===== config.mk =====
export PLATFORM = sky130hd
export DESIGN_NAME = gcorr_predictor
export DESIGN_NICKNAME = d
export VERILOG_FILES = /design/src/rtl/bp_pkg.sv /design/src/rtl/bp_idx_hash.sv /design/src/rtl/bp_hist_reg.sv /design/src/rtl/bp_ctr_table.sv /design/src/rtl/gcorr_predictor.sv
export SDC_FILE = /design/constraint.sdc
export NUM_CORES = 1
export LEC_CHECK = 0
export ABC_AREA = 1
export BUFFER_PORTS_ARGS = -buffer_cell sky130_fd_sc_hd__buf_2
export CAP_MARGIN = 20
export CORE_ASPECT_RATIO = 0.6
export CORE_MARGIN = 1
export CORE_UTILIZATION = 45
export CTS_CLUSTER_SIZE = 30
export DETAILED_ROUTE_END_ITERATION = 16
export GPL_TIMING_DRIVEN = 1
export PLACE_DENSITY = 0.6
export SYNTH_ARGS = -nofsm -noshare
export SYNTH_HDL_FRONTEND = slang
export SYNTH_SLANG_ARGS = --single-unit

===== constraint.sdc =====
create_clock -name clk -period 2.9 [get_ports clk]
set_clock_uncertainty 0.2 [all_clocks]
set_input_delay 0.145 -clock clk [delete_from_list [all_inputs] [get_ports clk]]
set_output_delay 0.145 -clock clk [all_outputs]
set_load 0.05 [all_outputs]

===== src/rtl/bp_pkg.sv =====
package bp_pkg;

  // Width of the counter-table index for a given indexing mode.
  function automatic int idx_width(input int addr_bits, input int hist_bits, input int use_xor);
    if (use_xor != 0) return (addr_bits > hist_bits) ? addr_bits : hist_bits;
    return addr_bits + hist_bits;
  endfunction

endpackage


===== src/rtl/bp_idx_hash.sv =====
module bp_idx_hash #(
  parameter int PC_W      = 32,
  parameter int ADDR_BITS = 4,
  parameter int HIST_BITS = 2,
  parameter int USE_XOR   = 0,
  parameter int IDX_W     = 6
) (
  input  logic [PC_W-1:0]      pc,
  input  logic [HIST_BITS-1:0] hist,
  output logic [IDX_W-1:0]     idx
);
  logic [ADDR_BITS-1:0] pc_slot;
  logic                 unused_pc_bits;

  assign pc_slot        = pc[ADDR_BITS+1:2];
  assign unused_pc_bits = ^{pc[PC_W-1:ADDR_BITS+2], pc[1:0]};

  generate
    if (USE_XOR != 0) begin : g_fold
      assign idx = IDX_W'(pc_slot) ^ IDX_W'(hist);
    end else begin : g_concat
      assign idx = {hist, pc_slot};
    end
  endgenerate
endmodule


===== src/rtl/bp_hist_reg.sv =====
module bp_hist_reg #(
  parameter int HIST_BITS = 2
) (
  input  logic                 clk,
  input  logic                 rst,
  input  logic                 shift_en,
  input  logic                 outcome,
  output logic [HIST_BITS-1:0] hist_q
);
  logic [HIST_BITS-1:0] hist_d;

  generate
    if (HIST_BITS == 1) begin : g_single
      assign hist_d = outcome;
    end else begin : g_multi
      assign hist_d = {hist_q[HIST_BITS-2:0], outcome};
    end
  endgenerate

  always_ff @(posedge clk) begin
    if (rst)           hist_q <= '0;
    else if (shift_en) hist_q <= hist_d;
  end

  a_r6_newest_lsb: assert property (@(posedge clk) disable iff (rst)
    shift_en |=> (hist_q[0] == $past(outcome)));
  a_r6_hold: assert property (@(posedge clk) disable iff (rst)
    !shift_en |=> $stable(hist_q));
endmodule


===== src/rtl/bp_ctr_table.sv =====
module bp_ctr_table #(
  parameter int IDX_W  = 6,
  parameter int CTR_W  = 2
) (
  input  logic             clk,
  input  logic             rst,
  input  logic             rd_en,
  input  logic [IDX_W-1:0] rd_idx,
  output logic             rd_ready,
  output logic             rd_taken,
  input  logic             wr_en,
  input  logic [IDX_W-1:0] wr_idx,
  input  logic             wr_dir
);
  localparam int              ENTRIES = 1 << IDX_W;
  localparam logic [CTR_W-1:0] CTR_MAX = '1;
  localparam logic [CTR_W-1:0] CTR_MIN = '0;
  localparam logic [CTR_W-1:0] CTR_RST = CTR_W'((1 << (CTR_W-1)) - 1);

  logic [CTR_W-1:0] ctr_q [ENTRIES];
  logic [CTR_W-1:0] cur_val;
  logic [CTR_W-1:0] nxt_val;

  assign cur_val = ctr_q[wr_idx];

  always_comb begin
    nxt_val = cur_val;
    if (wr_dir && cur_val != CTR_MAX)       nxt_val = cur_val + 1'b1;
    else if (!wr_dir && cur_val != CTR_MIN) nxt_val = cur_val - 1'b1;
  end

  // Counter storage: one write port; the read below samples pre-write data.
  always_ff @(posedge clk) begin
    if (rst) begin
      for (int i = 0; i < ENTRIES; i++) ctr_q[i] <= CTR_RST;
    end else if (wr_en) begin
      ctr_q[wr_idx] <= nxt_val;
    end
  end

  always_ff @(posedge clk) begin
    if (rst) begin
      rd_ready <= 1'b0;
      rd_taken <= 1'b0;
    end else begin
      rd_ready <= rd_en;
      if (rd_en) rd_taken <= ctr_q[rd_idx][CTR_W-1];
    end
  end

  a_r4_inc: assert property (@(posedge clk) disable iff (rst)
    (wr_en && wr_dir && cur_val != CTR_MAX) |=> (ctr_q[$past(wr_idx)] == $past(cur_val) + 1'b1));
  a_r4_dec: assert property (@(posedge clk) disable iff (rst)
    (wr_en && !wr_dir && cur_val != CTR_MIN) |=> (ctr_q[$past(wr_idx)] == $past(cur_val) - 1'b1));
  a_r4_sat_top: assert property (@(posedge clk) disable iff (rst)
    (wr_en && wr_dir && cur_val == CTR_MAX) |=> (ctr_q[$past(wr_idx)] == CTR_MAX));
  a_r4_sat_bot: assert property (@(posedge clk) disable iff (rst)
    (wr_en && !wr_dir && cur_val == CTR_MIN) |=> (ctr_q[$past(wr_idx)] == CTR_MIN));
  a_r2_ready: assert property (@(posedge clk) disable iff (rst)
    rd_en |=> rd_ready);
  a_r2_idle: assert property (@(posedge clk) disable iff (rst)
    !rd_en |=> !rd_ready);
endmodule


===== src/rtl/gcorr_predictor.sv =====
module gcorr_predictor #(
  parameter int PC_W      = 32,
  parameter int ADDR_BITS = 4,
  parameter int HIST_BITS = 2,
  parameter int CTR_BITS  = 2,
  parameter int USE_XOR   = 0
) (
  input  logic            clk,
  input  logic            rst,
  input  logic            pred_valid,
  input  logic [PC_W-1:0] pred_pc,
  input  logic            upd_valid,
  input  logic [PC_W-1:0] upd_pc,
  input  logic            upd_taken,
  output logic            pred_ready,
  output logic            pred_taken
);
  localparam int IDX_W = bp_pkg::idx_width(ADDR_BITS, HIST_BITS, USE_XOR);

  logic [HIST_BITS-1:0] hist_q;
  logic [IDX_W-1:0]     pred_idx;
  logic [IDX_W-1:0]     upd_idx;

  bp_hist_reg #(.HIST_BITS(HIST_BITS)) u_hist (
    .clk(clk), .rst(rst), .shift_en(upd_valid), .outcome(upd_taken), .hist_q(hist_q)
  );

  bp_idx_hash #(.PC_W(PC_W), .ADDR_BITS(ADDR_BITS), .HIST_BITS(HIST_BITS),
                .USE_XOR(USE_XOR), .IDX_W(IDX_W)) u_pred_hash (
    .pc(pred_pc), .hist(hist_q), .idx(pred_idx)
  );

  bp_idx_hash #(.PC_W(PC_W), .ADDR_BITS(ADDR_BITS), .HIST_BITS(HIST_BITS),
                .USE_XOR(USE_XOR), .IDX_W(IDX_W)) u_upd_hash (
    .pc(upd_pc), .hist(hist_q), .idx(upd_idx)
  );

  bp_ctr_table #(.IDX_W(IDX_W), .CTR_W(CTR_BITS)) u_table (
    .clk(clk), .rst(rst),
    .rd_en(pred_valid), .rd_idx(pred_idx), .rd_ready(pred_ready), .rd_taken(pred_taken),
    .wr_en(upd_valid), .wr_idx(upd_idx), .wr_dir(upd_taken)
  );

  a_r1_quiet_after_reset: assert property (@(posedge clk)
    $past(rst) |-> (!pred_ready && !pred_taken));
endmodule


## Word-level counts from Yosys, hierarchy flattened

Memories as Yosys holds them, arrays and structs flattened. A register that Yosys moved wholly into a read port is not among the register bits.
Cells that the tools add are included.
Widths: inputs -> output; s select.

- Input port bits: 69
- Register bits: 3
- Memory bits (writable): 128
- Word-level logic and storage cells: 21
- Output and inout port bits: 2
- Memory bits (read-only): 0
- Bits in latches: 0
- Memories kept: 1

- Divide/modulo/power cells: 0
- Order comparisons: 0
- Equality and inequality tests: 1
- Mux-type cells: 10
- Bitwise gates (word level): 0
- Multipliers: 0
- Shifts and indexed selects: 0
- Add/sub/neg operators: 2
- Reduce and logical (&&, ||, !) cells: 5

Memories:

| name | words | bits a word | rd ports | clocked after Yosys merged registers in | write ports | line | text |
|---|---|---|---|---|---|---|---|
| u_table.ctr_q | 64 | 2 | 2 | 1 | 64 | bp_ctr_table.sv:20 | `logic [CTR_W-1:0] ctr_q [ENTRIES];` |

Operators by type and width:

| operator | count |
|---|---|
| $mux 1 | 6 |
| $mux 2 | 3 |
| $mux 6 | 1 |
| $add 2x1->2 const B | 1 |
| $logic_and 1x1->1 | 2 |
| $ne 2x2->1 const B | 1 |
| $reduce_bool 2->1 | 1 |
| $reduce_or 2->1 | 1 |
| $sub 2x1->2 const B | 1 |
| $logic_not 1->1 | 1 |

## Longest topological paths before layout

An unclocked memory read counts as a cell.

- Depth in word-level cells: 6
- Depth in mapped cells: 21
- Depth with buffers taken out: 19

## Cells and area by module

A second synthesis with hierarchy kept.

- Cells, all modules: 1,064
- Area, all modules: 8,144.1 um2

Modules (own cells, without submodules):

| module | area an instance (um2) | instances | cells each |
|---|---|---|---|
| bp_ctr_table | 7,970.1 | 1 | 1,039 |
| bp_idx_hash | 45.0 | 2 | 6 |
| bp_hist_reg | 83.8 | 1 | 13 |

## Least setup slack after synthesis

No wires, ideal clock.

- Kind: input-to-reg
- From: input port upd_pc[2]
- To: memory u_table.ctr_q[0][0], data pin
- Setup time: 0.262 ns
- Arrival: 1.935 ns
- Buffers on the path: 4
- Path slack: 0.503 ns
- Stages on the path: 18
- Cell sequence: buf_6 -> buf_4 -> nand2_1 -> nand2_1 -> nand2_1 -> a21oi_1 -> o21ai_0 -> nand2_1 -> nor2_1 -> nand2_1 -> inv_1 -> ha_1 -> nor2_1 -> nor2_1 -> nand3b_1 -> buf_2 -> buf_2 -> nand3_1

RTL lines:

| item | line | text |
|---|---|---|
| start, declared | gcorr_predictor.sv:13 | `input logic [PC_W-1:0] upd_pc,` |
| end, declared | bp_ctr_table.sv:20 |  |

==> metrics.txt <==
Comb pwr share=19.4%; final WL=25300 um; worst skew pair latency=420 ps; Final HPWL DP=16300 um; Initial DRC Count=874; PD cells=583 nW/um2; Synth-to-Final Area Change=17.4%; status=finished clean; Pre-Repair DR Iteration Count=5; worst r2r dst=u_table.ctr_q[20][0]; Sink Count=132; internal reg-to-reg setup slack=120 ps; worst slew pin tran=610 ps; worst vdd ir=0.336 mV; Residual DRC=0; synth unique cells=22; CTS tree=yes; Pleak=3.76 nW; initial cell density of the core=46.1%; switching power=0.00158 W; row cnt=37; async set-or-reset flop fraction in the synthesized netlist=0%; Clk pwr share=40.9%; H-tree levels=4; Synth Warn #=0; Net Sw Frac=29.1%; post-placement cell area=8490 um2; Synth Cell Area=7920 um2; final period utilization=95.8%; maxcap violations=0; Avg Cell Area, Syn=7.60 um2; Worst Path Arrival=2740 ps; vias=7102; Die W=173 um; Num CTS Buffers=17; Yosys reg bits=132; Worst Slack Setup Final=123 ps; largest net degree at the start of global routing=50; min cycle time layout=2780 ps; initial antenna violation count=0; Worst Hold End=u_table.rd_taken; RD Place Congestion=0.944; critical path type=register to register; core area=17200 um2; clock buffer depth=2; RSZ-0062 raised after global routing=yes; CP Capture Type=register; total die area=18100 um2; Worst Path Max Fanout=8; post-route antenna net violation count=0; gr ovfl total=0; DR vias/cell=5.35; Post-synth EDFFs=128; R2R depth=16; clk slew on worst S/H paths=60 ps; Tot GR Track Use=27.7%; Tot Pwr=0.00542 W; Max Clock Freq=360 MHz; Hold Startpoint=pred_pc[5]; Flop pwr share=39.7%; clock root buffer=clkbuf_16; Critical Path RT=2860 ps; post-synthesis instance total=1041; Seq/Total Area, Yosys=49.6%; HP Class=input pin to register; share of cells above drive strength 1=14.0%; Top FF cell, synth=edfxtp_1; DR WL/cell=19.0 um; hold depth=7; final net count=1153; I/O pins=71; first-pass GRT wire length=37200 um; Die Span Y=105 um; Pint=0.00384 W; final setup fails=0; hold_ws=224 ps; post-route design area=9300 um2; final hold vios=0; # diodes=0; vias in the first global route=6529; IO Port Bufs=14; Final Max Tran Viols=0; startpoint types=register; Slew Limit Headroom=59.3%; DP Worst Slack=-92.6 ps; R2R Path Start=u_table.ctr_q[31][0]; Net Count, Synth=1112
==> power by group through the flow <==
stage	Combinational, W	Sequential [W]	Clock [W]
6_report	0.00105	0.00215	0.00222
5_1_grt	0.00111	0.00216	0.00229
4_1_cts	0.000913	0.00215	0.00221
3_5_place_dp	0.000902	0.00219	0
3_3_place_gp	0.000893	0.00219	0
2_1_floorplan	0.000567	0.00219	0
==> Yosys cell counts, types with 2 or more instances <==
master,instances,area (um2)
nand2_1,272,1020
inv_1,169,634
nor2_1,136,510
edfxtp_1,128,3840
nand3_1,121,606
a21oi_1,54,270
o21ai_0,45,225
nor2_2,33,206
clkbuf_1,18,67.6
buf_2,15,75.1
buf_6,13,146
buf_4,9,67.6
o211ai_1,6,45.0
o21ai_1,5,25.0
dfxtp_1,4,80.1
nand2_2,3,18.8
or2_1,3,18.8
ha_1,2,25.0
inv_2,2,7.51
==> repair_timing <==
item	CTS	global route
hold buffers	5	0
setup endpoints to repair	0	128
resized for setup	0	19
endpoints found under the hold margin	4	0
buffers inserted	0	3
==> per-stage QoR <==
stage                     setup TNS (ps)  cells  util [%]
after global placement             -2050   1284      49.4
after CTS                              0   1320      53.1
final                                  0   1328      54.1
after detailed placement           -6270   1284      49.4
after floorplan                        0   1041         -
after global routing                -201   1328      54.1
==> cells by family (layout without fill, tap and decap cells) <==
kind of cell | after synthesis | count (layout) | share of synthesized area, %
AND/OR/NAND/NOR | 570 | 570 | 30.3
buffers and inverters | 227 | 280 | 12.7
flip-flops | 132 | 132 | 49.6
AO/OA/AOI/OAI | 110 | 110 | 7.14
adder cells (fa/ha/maj) | 2 | 2 | 0.316
==> worst max-delay path by stage <==
stage | start | to | slack (ps) | cells past startpoint
final | u_table.ctr_q[31][0] | u_table.ctr_q[20][0] | 120 | 16
after global placement | upd_pc[2] | u_table.ctr_q[11][0] | -50 | 20
after global routing | u_table.ctr_q[12][1] | u_table.ctr_q[23][0] | -20 | 16
after detailed placement | upd_pc[2] | u_table.ctr_q[10][0] | -90 | 20
after CTS | u_table.ctr_q[12][1] | u_table.ctr_q[10][0] | 20 | 15
after floorplan | upd_pc[2] | u_table.ctr_q[0][0] | 500 | 18
==> flip-flops by register name (all words and copies together) (netlist names) <==
name,flops
u_hist.hist_q,2
u_table.ctr_q,128
u_table.rd_taken,1
u_table.rd_ready,1
==> placed cells by master (no fill, tap or decap) <==
cell / synthesis / final
o211ai_1: 6 / 6
o21ai_1: 5 / 8
clkinv_2: 0 / 3
o21ai_0: 45 / 40
bufinv_16: 0 / 3
nor2_4: 0 / 1
nand2_1: 272 / 269
buf_12: 0 / 15
clkbuf_1: 18 / 1
nand2_2: 3 / 6
buf_4: 9 / 37
edfxtp_1: 128 / 128
a21oi_1: 54 / 54
clkinv_1: 1 / 2
o21ai_2: 0 / 2
dlygate4sd3_1: 0 / 5
or2_1: 3 / 3
buf_2: 15 / 14
clkinv_4: 0 / 4
clkinvlp_4: 0 / 1
inv_2: 2 / 4
nand3_1: 121 / 121
nand3b_1: 1 / 1
buf_6: 13 / 2
clkbuf_16: 0 / 21
nor2_2: 33 / 37
ha_1: 2 / 1
nor2_1: 136 / 131
inv_1: 169 / 167
nand2_4: 1 / 1
ha_2: 0 / 1
dfxtp_1: 4 / 4
inv_6: 0 / 1
==> layout make-up <==
class                   instances  area, um2
well taps                     234        293
fillers                      1628       7880
clock buffers                  18        429
inverters                     172        646
clock inverters                13        160
flip-flops and latches        132       3920
repair buffers                 77        821
multi-input cells             682       3030
==> worst max-delay path, stage by stage, from the launching register on <==
cell and delay (ps):
edfxtp_1 370, nand2_1 80, a21oi_1 70, o21ai_1 180, nand2_1 140, nand2_1 120, nand2_1 60, nor2_1 160
nand2_2 110, inv_2 50, ha_2 160, nor2_2 50, nor2_2 110, nand3b_1 170, buf_6 210, buf_6 190
nand3_1 80
==> per-layer routing <==
| layer | global-route usage [%] | part of all wire [%] |
|---|---|---|
| met3 | 6.73 | 11 |
| met2 | 40.4 | 43 |
| met5 | 0 | 0 |
| met1 | 39.8 | 44 |
| met4 | 9.54 | 2.3 |
(Power assumes the default switching activity.)
